**src/rtl/sched_pkg.sv**
```systemverilog
package sched_pkg;
  localparam int NUM_CLASS = 4;
  localparam int CLS_W     = $clog2(NUM_CLASS);
  localparam int OP_W      = 4;

  typedef enum logic [CLS_W-1:0] {
    CLS_DMA = 2'd0,
    CLS_MPU = 2'd1,
    CLS_VPU = 2'd2,
    CLS_RTR = 2'd3
  } cls_e;

  typedef enum logic [1:0] {
    ST_IDLE  = 2'd0,
    ST_CHECK = 2'd1,
    ST_ISSUE = 2'd2,
    ST_WAIT  = 2'd3
  } fsm_st_e;

  localparam logic [OP_W-1:0] OPC_DMA = 4'h1;
  localparam logic [OP_W-1:0] OPC_MPU = 4'h2;
  localparam logic [OP_W-1:0] OPC_VPU = 4'h3;
  localparam logic [OP_W-1:0] OPC_RTR = 4'h4;

  function automatic logic class_uses_rf(input int c);
    return (c == int'(CLS_MPU)) || (c == int'(CLS_VPU));
  endfunction
endpackage

```
**src/rtl/sched_decode.sv**
```systemverilog
module sched_decode
  import sched_pkg::*;
#(
  parameter int INSTR_W = 32
) (
  input  logic [INSTR_W-1:0]   instr_i,
  output logic [NUM_CLASS-1:0] cls_oh_o,
  output logic                 legal_o
);
  logic [OP_W-1:0] opc;
  assign opc = instr_i[INSTR_W-1 -: OP_W];

  always_comb begin
    cls_oh_o = '0;
    unique case (opc)
      OPC_DMA: cls_oh_o[CLS_DMA] = 1'b1;
      OPC_MPU: cls_oh_o[CLS_MPU] = 1'b1;
      OPC_VPU: cls_oh_o[CLS_VPU] = 1'b1;
      OPC_RTR: cls_oh_o[CLS_RTR] = 1'b1;
      default: cls_oh_o = '0;
    endcase
    legal_o = |cls_oh_o;
  end
endmodule

```
**src/rtl/sched_class_fsm.sv**
```systemverilog
module sched_class_fsm
  import sched_pkg::*;
#(
  parameter int INSTR_W = 32,
  parameter bit USES_RF = 1'b0
) (
  input  logic               clk_i,
  input  logic               rst_ni,
  input  logic               load_i,
  input  logic [INSTR_W-1:0] instr_i,
  input  logic               unit_busy_i,
  input  logic               rf_busy_i,
  input  logic               halt_i,
  input  logic               gnt_i,
  input  logic               sb_ready_i,
  input  logic               done_i,
  output logic               idle_o,
  output logic               req_o,
  output logic [INSTR_W-1:0] instr_o
);
  fsm_st_e state_q, state_d;
  logic [INSTR_W-1:0] instr_q;
  logic blocked;

  assign blocked = unit_busy_i | (USES_RF & rf_busy_i);

  always_comb begin
    state_d = state_q;
    unique case (state_q)
      ST_IDLE:  if (load_i) state_d = ST_CHECK;
      ST_CHECK: if (!blocked) state_d = ST_ISSUE;
      ST_ISSUE: if (gnt_i && sb_ready_i) state_d = ST_WAIT;
      ST_WAIT:  if (done_i) state_d = ST_IDLE;
      default:  state_d = ST_IDLE;
    endcase
  end

  always_ff @(posedge clk_i or negedge rst_ni) begin
    if (!rst_ni) begin
      state_q <= ST_IDLE;
      instr_q <= '0;
    end else begin
      state_q <= state_d;
      if (state_q == ST_IDLE && load_i) instr_q <= instr_i;
    end
  end

  assign idle_o  = (state_q == ST_IDLE);
  assign req_o   = (state_q == ST_ISSUE) && !halt_i;
  assign instr_o = instr_q;
endmodule

```
**src/rtl/sched_arbiter.sv**
```systemverilog
module sched_arbiter #(
  parameter int N     = 4,
  parameter int W     = 32,
  localparam int IDX_W = (N > 1) ? $clog2(N) : 1
) (
  input  logic             clk_i,
  input  logic             rst_ni,
  input  logic [N-1:0]     req_i,
  input  logic [W-1:0]     data_i [N],
  input  logic             sb_ready_i,
  output logic [N-1:0]     gnt_o,
  output logic             valid_o,
  output logic [W-1:0]     data_o,
  output logic [IDX_W-1:0] idx_o
);
  logic             hold_q;
  logic [IDX_W-1:0] hold_idx_q;
  logic [IDX_W-1:0] prio_idx;

  // lowest index wins
  always_comb begin
    prio_idx = '0;
    for (int i = N - 1; i >= 0; i--) begin
      if (req_i[i]) prio_idx = IDX_W'(i);
    end
  end

  // keep a pending offer on the port until it is taken
  always_comb begin
    if (hold_q && req_i[hold_idx_q]) idx_o = hold_idx_q;
    else                             idx_o = prio_idx;
    valid_o = |req_i;
    gnt_o   = valid_o ? (N'(1) << idx_o) : '0;
    data_o  = data_i[idx_o];
  end

  always_ff @(posedge clk_i or negedge rst_ni) begin
    if (!rst_ni) begin
      hold_q     <= 1'b0;
      hold_idx_q <= '0;
    end else begin
      hold_q     <= valid_o && !sb_ready_i;
      hold_idx_q <= idx_o;
    end
  end
endmodule

```
**src/rtl/sched_issue_top.sv**
```systemverilog
module sched_issue_top
  import sched_pkg::*;
#(
  parameter int INSTR_W = 32
) (
  input  logic               clk_i,
  input  logic               rst_ni,
  input  logic               run_done_i,
  input  logic               ibuf_valid_i,
  input  logic [INSTR_W-1:0] ibuf_data_i,
  output logic               ibuf_ready_o,
  input  logic [3:0]         unit_busy_i,
  input  logic               rf_busy_i,
  input  logic [3:0]         unit_done_i,
  output logic               sb_valid_o,
  input  logic               sb_ready_i,
  output logic [INSTR_W-1:0] sb_data_o,
  output logic [1:0]         sb_class_o,
  output logic               err_o
);
  logic [NUM_CLASS-1:0] cls_oh, cls_idle, cls_req, cls_gnt, cls_load;
  logic [INSTR_W-1:0]   cls_instr [NUM_CLASS];
  logic                 legal, accept, err_q;
  logic [CLS_W-1:0]     arb_idx;

  sched_decode #(.INSTR_W(INSTR_W)) u_dec (
    .instr_i  (ibuf_data_i),
    .cls_oh_o (cls_oh),
    .legal_o  (legal)
  );

  assign ibuf_ready_o = !run_done_i && (!legal || |(cls_oh & cls_idle));
  assign accept       = ibuf_valid_i && ibuf_ready_o;
  assign cls_load     = accept ? cls_oh : '0;

  for (genvar c = 0; c < NUM_CLASS; c++) begin : g_cls
    sched_class_fsm #(
      .INSTR_W (INSTR_W),
      .USES_RF (class_uses_rf(c))
    ) u_fsm (
      .clk_i       (clk_i),
      .rst_ni      (rst_ni),
      .load_i      (cls_load[c]),
      .instr_i     (ibuf_data_i),
      .unit_busy_i (unit_busy_i[c]),
      .rf_busy_i   (rf_busy_i),
      .halt_i      (run_done_i),
      .gnt_i       (cls_gnt[c]),
      .sb_ready_i  (sb_ready_i),
      .done_i      (unit_done_i[c]),
      .idle_o      (cls_idle[c]),
      .req_o       (cls_req[c]),
      .instr_o     (cls_instr[c])
    );
  end

  sched_arbiter #(.N(NUM_CLASS), .W(INSTR_W)) u_arb (
    .clk_i      (clk_i),
    .rst_ni     (rst_ni),
    .req_i      (cls_req),
    .data_i     (cls_instr),
    .sb_ready_i (sb_ready_i),
    .gnt_o      (cls_gnt),
    .valid_o    (sb_valid_o),
    .data_o     (sb_data_o),
    .idx_o      (arb_idx)
  );

  assign sb_class_o = arb_idx;

  always_ff @(posedge clk_i or negedge rst_ni) begin
    if (!rst_ni) err_q <= 1'b0;
    else         err_q <= accept && !legal;
  end
  assign err_o = err_q;
endmodule

```
**config.mk**
```make
export PLATFORM = sky130hd
export DESIGN_NAME = sched_issue_top
export DESIGN_NICKNAME = d
export VERILOG_FILES = /design/src/rtl/sched_pkg.sv /design/src/rtl/sched_decode.sv /design/src/rtl/sched_class_fsm.sv /design/src/rtl/sched_arbiter.sv /design/src/rtl/sched_issue_top.sv
export SDC_FILE = /design/constraint.sdc
export NUM_CORES = 1
export LEC_CHECK = 0
export ABC_AREA = 0
export BUFFER_PORTS_ARGS = -buffer_cell sky130_fd_sc_hd__buf_2
export CAP_MARGIN = 20
export CELL_PAD_IN_SITES_DETAIL_PLACEMENT = 0
export CELL_PAD_IN_SITES_GLOBAL_PLACEMENT = 1
export CORE_MARGIN = 5
export CORE_UTILIZATION = 25
export DETAILED_ROUTE_END_ITERATION = 10
export HOLD_SLACK_MARGIN = 0.08
export PLACE_DENSITY_LB_ADDON = 0.1
export SYNTH_ARGS = -nofsm -noshare
export SYNTH_HDL_FRONTEND = slang
export SYNTH_SLANG_ARGS = --single-unit
```
**constraint.sdc**
```tcl
create_clock -name clk_i -period 2.5 [get_ports clk_i]
set_input_delay 0.125 -clock clk_i [delete_from_list [all_inputs] [get_ports clk_i]]
set_output_delay 0.125 -clock clk_i [all_outputs]
set_load 0.02 [all_outputs]
```
==> results of run 1 <==
==> sequential cells by signal (all words and copies together) (netlist names) <==
| register | count |
|---|---|
| g_cls.u_fsm.instr_o | 128 |
| g_cls.u_fsm.state_q | 8 |
| u_arb.hold_idx_q | 2 |
| err_o | 1 |
| u_arb.hold_q | 1 |
==> repair_timing <==
action / in CTS / in global routing
hold endpoints to repair: 165 / 0
resized for setup: 53 / 30
pin swaps: 5 / 4
hold buffers: 33 / 0
setup endpoints to repair: 32 / 33
cloned: 6 / 0
setup buffers: 17 / 7
==> through the flow <==
stage	power, mW	instances	hold WS [ps]	area [µm²]	setup WS [ps]
after global routing	10.5	1033	120	9440	-152
final	9.91	1033	119	9440	-48.8
after global placement	6.33	942	107	7890	156
after floorplan	5.27	497	-171	6910	254
after CTS	9.91	1029	92.0	9320	-105
after detailed placement	6.37	942	109	7890	164
==> worst register-to-register path, stage by stage, from the launching register on <==
cell and delay (ps):
dfrtp_2 410, inv_1 70, ha_1 200, or3_1 350
a31oi_1 250, or2_2 190, buf_12 260, mux2_2 380
==> routing by layer <==
metal | part of all wire | GRT usage
met3 | 0.038 | 0.0296
met5 | 0 | 0
met2 | 0.48 | 0.191
met1 | 0.48 | 0.161
met4 | 0.0069 | 0.0234
==> path summary, 6_finish.rpt <==
path | startpoint | to | cells after the start
setup / recovery | g_cls[2].u_fsm.state_q[1]$_DFFE_PN0P_ | sb_data_o[15] | 10
hold / removal | unit_busy_i[3] | g_cls[3].u_fsm.state_q[0]$_DFFE_PN0P_ | 4
max in group asynchronous | rst_ni | g_cls[2].u_fsm.instr_o[15]$_DFFE_PN0P_ | 3
min in group asynchronous | rst_ni | g_cls[1].u_fsm.instr_o[26]$_DFFE_PN0P_ | 2
hold reg to reg | g_cls[1].u_fsm.instr_o[29]$_DFFE_PN0P_ | g_cls[1].u_fsm.instr_o[29]$_DFFE_PN0P_ | 1
setup reg to reg | g_cls[0].u_fsm.state_q[1]$_DFFE_PN0P_ | g_cls[1].u_fsm.instr_o[22]$_DFFE_PN0P_ | 7
==> layout make-up <==
type / instances / area, µm²
clock buffers: 19 / 443
multi-input cells: 318 / 3370
repair buffers: 160 / 1450
fillers: 2697 / 17700
clock inverters: 12 / 161
inverters: 12 / 45.0
well taps: 372 / 465
flip-flops and latches: 140 / 3510
==> where the power goes <==
group / internal (mW) / leakage (nW) / switching (mW) / total [mW]
Combinational: 2.22 / 2.27 / 1.90 / 4.13
Sequential: 2.82 / 1.87 / 0.339 / 3.16
Clock: 1.61 / 0.292 / 1.01 / 2.62
Total: 6.65 / 4.43 / 3.26 / 9.91
==> kinds of logic after synthesis <==
group / synth area share
multiplexers: 0.344
flip-flops: 0.507
AND/OR/NAND/NOR: 0.0511
buffers and inverters: 0.0339
AO/OA/AOI/OAI: 0.0283
adder cells (fa/ha/maj): 0.0344
XOR/XNOR: 0.00127
==> synthesized netlist by cell type (3+ instances only) <==
library cell / n
mux2i_1: 96
ha_1: 19
nand2_1: 8
dfrtp_1: 140
inv_1: 12
nor2_1: 7
buf_6: 7
nand3b_1: 4
and2_1: 11
mux2_2: 75
o21ai_0: 7
nand3_1: 3
mux2_1: 16
buf_4: 6
clkbuf_1: 4
mux2_4: 26
nand2b_1: 9
a21oi_1: 6
buf_2: 10
==> impl_metrics.ini, run 1 <==
[layout]
nNetsFinal = 714
final_layout_size_suffix_gt1_frac = 0.439
final_core_utilization = 0.348
final_cell_mix = dfrtp_1, mux2i_1, mux2_2, buf_2, buf_4
area_growth_pct = 36.7
final_common_cell = dfrtp_1
diodes = 0

[yosys]
synth_top_area_share = 0.507
synthTopCellsByArea = dfrtp_1, mux2i_1, mux2_2
syn_area_per_cell_um2 = 13.9
ys_seq_area_frac = 0.507
synth_seq_cells = 140
async_flop_share = 1.00
synth-edff-count = 0
syn-instance-count = 497
yosys_warnings = 0
syn_area_um2 = 6910
synth_cell_types = 44
synth_top_area_cell = dfrtp_1
synth_nets = 562
ys.flop_type = dfrtp_1

[sta]
fin_crit_sh = 1.02
hold_violations = 0
finalSetupViolCount = 9
fmax_mhz = 392
worst_slew_pin_slew_ps = 546
finalMaxSlewViolations = 0
max-slew-margin-rel = 0.636
grt_setup_unrepaired = yes
fin_crit_ps = 2550
fin_ws_ps = -48.8
skew_ps = 12.0
tns_ps = -268

[grt]
grt.total_usage = 0.118
grt_pass1_vias = 4794
grt_overflow = 0
grt_max_degree = 72
grt_pass1_wl_mm = 27.9
antenna_found_initial = 0

[clock_network]
clockRootBuffer = clkbuf_16
cts_tree = done
cts_buffers = 17
cts_max_path_buffers = 2
insertion_delay_ps = 410
cts.sinks = 140
cts.clk_slew.worst_paths_ps = 60
htree_levels = 4

[route]
vias = 4411
avgRoutedWirePerCell_um = 17.4
drt_iter0_markers = 135
drt-total-wl_mm = 18.0
via_per_inst = 4.27
ant_nets = 0
firstDrtPassIters = 4
route.detailed.drc = 0

[worst_setup_path]
cp.buffers_inverters = 4
path_class = reg -> out
crit_required_ps = 2380
path_cells = ha_4 -> mux2_4 -> nand2_4 -> o41ai_4 -> buf_6 -> buf_12 -> buf_12 -> mux2i_4 -> mux2i_4 -> buf_6
worst-path-max-fanout = 6
startpoint_type = flop
slowest_stage = dfrtp_2
cp-end-kind = output port
max_stage_delay_ps = 430
cp_top_family = multiplexers
reg2reg_slack_ps = 280
arrival_ps = 2420

[power]
leakage_nw = 4.43
peakVddDrop_v = 0.000424
powerDensity_nw_per_um2 = 1050

[status]
violations = setup timing
status = finished, violations left

[floorplanning]
die_width_um = 176
die-area_um2 = 31100
coreArea_um2 = 27100
fp-row-count = 60
ioPinCount = 83
initial_utilization = 0.255
die-height_um = 176

[place]
port_buffers = 82
hpwl_mm = 10.7
gp_congestion = 0.697

[min_path]
hold_class = in -> reg

[run]
cap_violations = 0
No activity file was read; power rests on OpenSTA's default activity.
==> inputs of run 2 (changes only) <==
--- a/config.mk
+++ b/config.mk
@@ -15,6 +15,7 @@
 export DETAILED_ROUTE_END_ITERATION = 10
 export HOLD_SLACK_MARGIN = 0.08
 export PLACE_DENSITY_LB_ADDON = 0.1
+export SKIP_LAST_GASP = 1
 export SYNTH_ARGS = -nofsm -noshare
 export SYNTH_HDL_FRONTEND = slang
 export SYNTH_SLANG_ARGS = --single-unit
==> run 2 against run 1 <==
The run still ends with setup timing left. Clock power about the same. Clock skew barely moved. Non-clock buffer count is the same. Critical path depth is the same. Cell count stayed put. Via count increased by 0.23%. Largest power group unchanged.
==> impl_metrics.ini, run 2 (synthesis results as in run 1) <==
[status]
status = finished, violations left
violations = setup timing

[worst_setup_path]
crit_required_ps = 2380
worst-path-max-fanout = 6
path_cells = ha_4 -> mux2_4 -> nand2_4 -> o41ai_4 -> buf_6 -> buf_12 -> buf_4 -> mux2i_4 -> mux2i_4 -> buf_6
cp_top_family = multiplexers
max_stage_delay_ps = 430
cp.buffers_inverters = 4
path_class = reg -> out
slowest_stage = dfrtp_2
arrival_ps = 2430
startpoint_type = flop
cp-end-kind = output port

[floorplanning]
ioPinCount = 83
initial_utilization = 0.255
coreArea_um2 = 27100
die_width_um = 176
die-height_um = 176
die-area_um2 = 31100
fp-row-count = 60

[layout]
nNetsFinal = 714
diodes = 0
final_layout_size_suffix_gt1_frac = 0.436
final_cell_mix = dfrtp_1, mux2i_1, mux2_2, buf_2, buf_4
finish.instance_area_um2 = 9420
final_common_cell = dfrtp_1
area_growth_pct = 36.4
largest_reg_flops = 128

[route]
firstDrtPassIters = 6
avgRoutedWirePerCell_um = 17.4
ant_nets = 0
route.detailed.drc = 0
via_per_inst = 4.28
drt_iter0_markers = 137
drt-total-wl_mm = 18.0
vias = 4421

[clock_network]
cts_buffers = 17
cts_tree = done
insertion_delay_ps = 410
cts.clk_slew.worst_paths_ps = 60
clockRootBuffer = clkbuf_16
htree_levels = 4
cts_max_path_buffers = 2
cts.sinks = 140

[sta]
grt_setup_unrepaired = yes
finalSetupViolCount = 10
max-slew-margin-rel = 0.634
fin_ws_ps = -55.5
fin_crit_ps = 2560
fmax_mhz = 391
finalMaxSlewViolations = 0
worst_slew_pin_slew_ps = 549
tns_ps = -260
fin_crit_sh = 1.02
skew_ps = 12.1
hold_violations = 0

[grt]
grt_overflow = 0
antenna_found_initial = 0
grt_pass1_wl_mm = 27.9
grt_max_degree = 72
grt.total_usage = 0.118
grt_pass1_vias = 4794

[power]
p_total_mw = 9.87
leakage_nw = 4.43
powerDensity_nw_per_um2 = 1050
peakVddDrop_v = 0.000423

[place]
place_ws_ps = 164
port_buffers = 82
hpwl_mm = 10.7
dpl_cell_area_um2 = 7890
gp_congestion = 0.697

[run]
cap_violations = 0

[min_path]
hold_class = in -> reg
[run 2: cell counts in the layout (fill, tap and decap cells not counted)]
No cell type changed its count.
[run 2: stage by stage]
stage	cells	hold slack (ps)	utilization
detailed placement	942	109	0.291
global placement	942	107	0.291
global route	1033	120	0.348
CTS	1029	92.0	0.344
floorplan	497	-171	-
finish	1033	118	0.348
[run 2: report_power, final]
group          leakage (nW)  total, mW  internal [mW]  switching [mW]
Sequential             1.87       3.16           2.82           0.337
Combinational          2.27       4.09           2.20            1.89
Clock                 0.292       2.62           1.61            1.01
Total                  4.43       9.87           6.63            3.24
[run 2: final cells by class]
cell class | count | area [µm²]
Tap cell | 372 | 465
Clock buffer | 19 | 443
Sequential cell | 140 | 3510
Fill cell | 2701 | 17700
Inverter | 12 | 45.0
Clock inverter | 12 | 161
Multi-Input combinational cell | 318 | 3360
Timing Repair Buffer | 160 | 1440
[run 2: layer usage]
metal  track usage  wire [µm]  share of wire  vias to the layer above
met5             0          0              0                        -
met4        0.0234        126         0.0070                        0
met3        0.0296        623          0.035                        7
met2         0.191       8560           0.48                       72
met1         0.161       8660           0.48                     2253
li1              -          -              -                     2089
[run 2: what timing repair did]
| action | in CTS | in global routing |
|---|---|---|
| pin swaps | 5 | 4 |
| endpoints found under the hold margin | 165 | 0 |
| gates cloned | 6 | 0 |
| hold buffers | 33 | 0 |
| setup endpoints to repair | 32 | 33 |
| buffers inserted | 17 | 7 |
| gates resized for setup | 52 | 26 |
[run 2: path summary, 6_finish.rpt]
check | startpoint | to | slack (ps) | cells after the start
worst max-delay path | g_cls[2].u_fsm.state_q[1]$_DFFE_PN0P_ | sb_data_o[22] | -60 | 10
worst min-delay path | unit_busy_i[3] | g_cls[3].u_fsm.state_q[0]$_DFFE_PN0P_ | 120 | 4
worst max register to register | g_cls[0].u_fsm.state_q[1]$_DFFE_PN0P_ | g_cls[1].u_fsm.instr_o[15]$_DFFE_PN0P_ | 280 | 7
worst min register to register | g_cls[0].u_fsm.instr_o[28]$_DFFE_PN0P_ | g_cls[0].u_fsm.instr_o[28]$_DFFE_PN0P_ | 470 | 1
max in group asynchronous | rst_ni | g_cls[0].u_fsm.instr_o[11]$_DFFE_PN0P_ | 1500 | 3
min in group asynchronous | rst_ni | g_cls[1].u_fsm.instr_o[26]$_DFFE_PN0P_ | 200 | 2
[run 2: worst reg2reg max path: stages (launching register included)]
cell and delay, ps:
dfrtp_2 410, inv_1 70, ha_1 200, or3_1 350, a31oi_1 250, or2_2 190, buf_12 260, mux2_2 380
==> inputs of run 3 (changes only) <==
--- a/config.mk
+++ b/config.mk
@@ -11,7 +11,7 @@
 export CELL_PAD_IN_SITES_DETAIL_PLACEMENT = 0
 export CELL_PAD_IN_SITES_GLOBAL_PLACEMENT = 1
 export CORE_MARGIN = 5
-export CORE_UTILIZATION = 25
+export CORE_UTILIZATION = 48
 export DETAILED_ROUTE_END_ITERATION = 10
 export HOLD_SLACK_MARGIN = 0.08
 export PLACE_DENSITY_LB_ADDON = 0.1
==> run 3 against run 2 <==
The flow still finishes with violations (setup timing). Power shrank 6.3%. Design area shrank 5.6%. Clock-buffer cell count grew 4. Non-clock buffer count shrank 12. Sequential share of layout area grew 2.2 points. Highest routed layer unchanged.
==> impl_metrics.ini, run 3 (synthesis results as in run 1) <==
[status]
violations = setup timing
status = finished, violations left

[grt]
grt_overflow = 0
grt_pass1_wl_mm = 24.5
grt_pass1_vias = 4804
grt_max_degree = 64
grt.total_usage = 0.187
antenna_found_initial = 1

[clock_network]
cts_tree = done
htree_levels = 4
clockRootBuffer = clkbuf_16
cts_max_path_buffers = 2
cts.sinks = 140
cts.clk_slew.worst_paths_ps = 60
insertion_delay_ps = 420
cts_buffers = 17

[floorplanning]
die_width_um = 130
fp-row-count = 43
die-area_um2 = 16900
die-height_um = 130
coreArea_um2 = 14000
initial_utilization = 0.494
ioPinCount = 83

[sta]
grt_setup_unrepaired = yes
skew_ps = 9.82
tns_ps = -21.3
finalMaxSlewViolations = 0
hold_violations = 0
max-slew-margin-rel = 0.624
fin_ws_ps = -16.9
fin_crit_sh = 1.01
worst_slew_pin_slew_ps = 563
fmax_mhz = 397
fin_crit_ps = 2520
finalSetupViolCount = 2

[layout]
final_core_utilization = 0.635
largest_reg_flops = 128
diodes = 0
final_common_cell = dfrtp_1
final_layout_size_suffix_gt1_frac = 0.412
area_growth_pct = 28.7
final_cell_mix = dfrtp_1, mux2i_1, mux2_2, buf_2, dlygate4sd3_1
fin_cells = 830
nNetsFinal = 702

[worst_setup_path]
worst-path-max-fanout = 9
startpoint_type = flop
path_class = reg -> out
cp-end-kind = output port
arrival_ps = 2390
crit_required_ps = 2380

[route]
drt_iter0_markers = 160
ant_nets = 0
via_per_inst = 5.24
drt-total-wl_mm = 15.1
firstDrtPassIters = 5
avgRoutedWirePerCell_um = 18.2
route.detailed.drc = 0
vias = 4346

[run]
cap_violations = 0

[min_path]
hold_class = in -> reg

[place]
hpwl_mm = 9.18
dp.cells = 750
gp_congestion = 0.791
port_buffers = 82

[power]
peakVddDrop_v = 0.000602
p_total_mw = 9.24
leakage_nw = 4.33
powerDensity_nw_per_um2 = 1040
[run 3: changes by cell type in the layout (fill, tap and decap cells not counted), moves of 6 or more]
cell	previous run	this run
mux2i_4	7	0
buf_12	14	8
buf_2	54	71
buf_4	47	26
mux2i_1	84	91
[run 3: path summary, 6_finish.rpt]
check	start	to	slack, ps	depth (start not counted)
worst min-delay path	unit_busy_i[3]	g_cls[3].u_fsm.state_q[0]$_DFFE_PN0P_	110	4
min in group asynchronous	rst_ni	g_cls[2].u_fsm.state_q[1]$_DFFE_PN0P_	180	2
max in group asynchronous	rst_ni	g_cls[0].u_fsm.instr_o[3]$_DFFE_PN0P_	1430	3
worst max register to register	g_cls[0].u_fsm.state_q[1]$_DFFE_PN0P_	g_cls[1].u_fsm.instr_o[6]$_DFFE_PN0P_	270	7
worst min register to register	g_cls[0].u_fsm.instr_o[28]$_DFFE_PN0P_	g_cls[0].u_fsm.instr_o[28]$_DFFE_PN0P_	460	1
worst max-delay path	g_cls[1].u_fsm.state_q[0]$_DFFE_PN0P_	sb_data_o[0]	-20	8
[run 3: area by class of cell]
class                           count  area (µm²)
Fill cell                        1086        5100
Sequential cell                   140        3500
Multi-Input combinational cell    318        3260
Timing Repair Buffer              148        1260
Clock buffer                       23         478
Tap cell                          180         225
Clock inverter                      9         111
Inverter                           12        45.0
[run 3: through the flow]
stage / hold slack, ps / instance area (µm²) / setup WS (ps)
2_1_floorplan: -171 / 6910 / 254
3_3_place_gp: 43.8 / 7630 / 281
3_5_place_dp: 47.7 / 7630 / 178
4_1_cts: 84.0 / 8720 / -66.1
5_1_grt: 151 / 8890 / -98.1
6_report: 110 / 8890 / -16.9
[run 3: repair_timing]
action                                 CTS  global route
setup endpoints to repair               32            32
hold buffers                            33             0
buffers inserted                         7             3
pin swaps                                1             1
gates resized for setup                 19            18
endpoints found under the hold margin  211             0
gates cloned                             2             3
[run 3: critical path, stage by stage (launching register included)]
cell and delay, ps:
dfrtp_1 370, inv_2 70, ha_4 180, o41ai_4 410
buf_12 230, buf_4 150, mux2i_1 260, mux2i_2 140
buf_4 180
[run 3: metal layers]
| layer | routed length, µm | global-route usage |
|---|---|---|
| met1 | 6980 | 0.246 |
| met2 | 7430 | 0.309 |
| met3 | 590 | 0.0487 |
| met4 | 131 | 0.0495 |
| met5 | 0 | 0 |
[run 3: where the power goes]
part | internal (mW) | switching, mW
clock network | 1.55 | 0.956
registers | 2.82 | 0.318
logic | 1.88 | 1.71
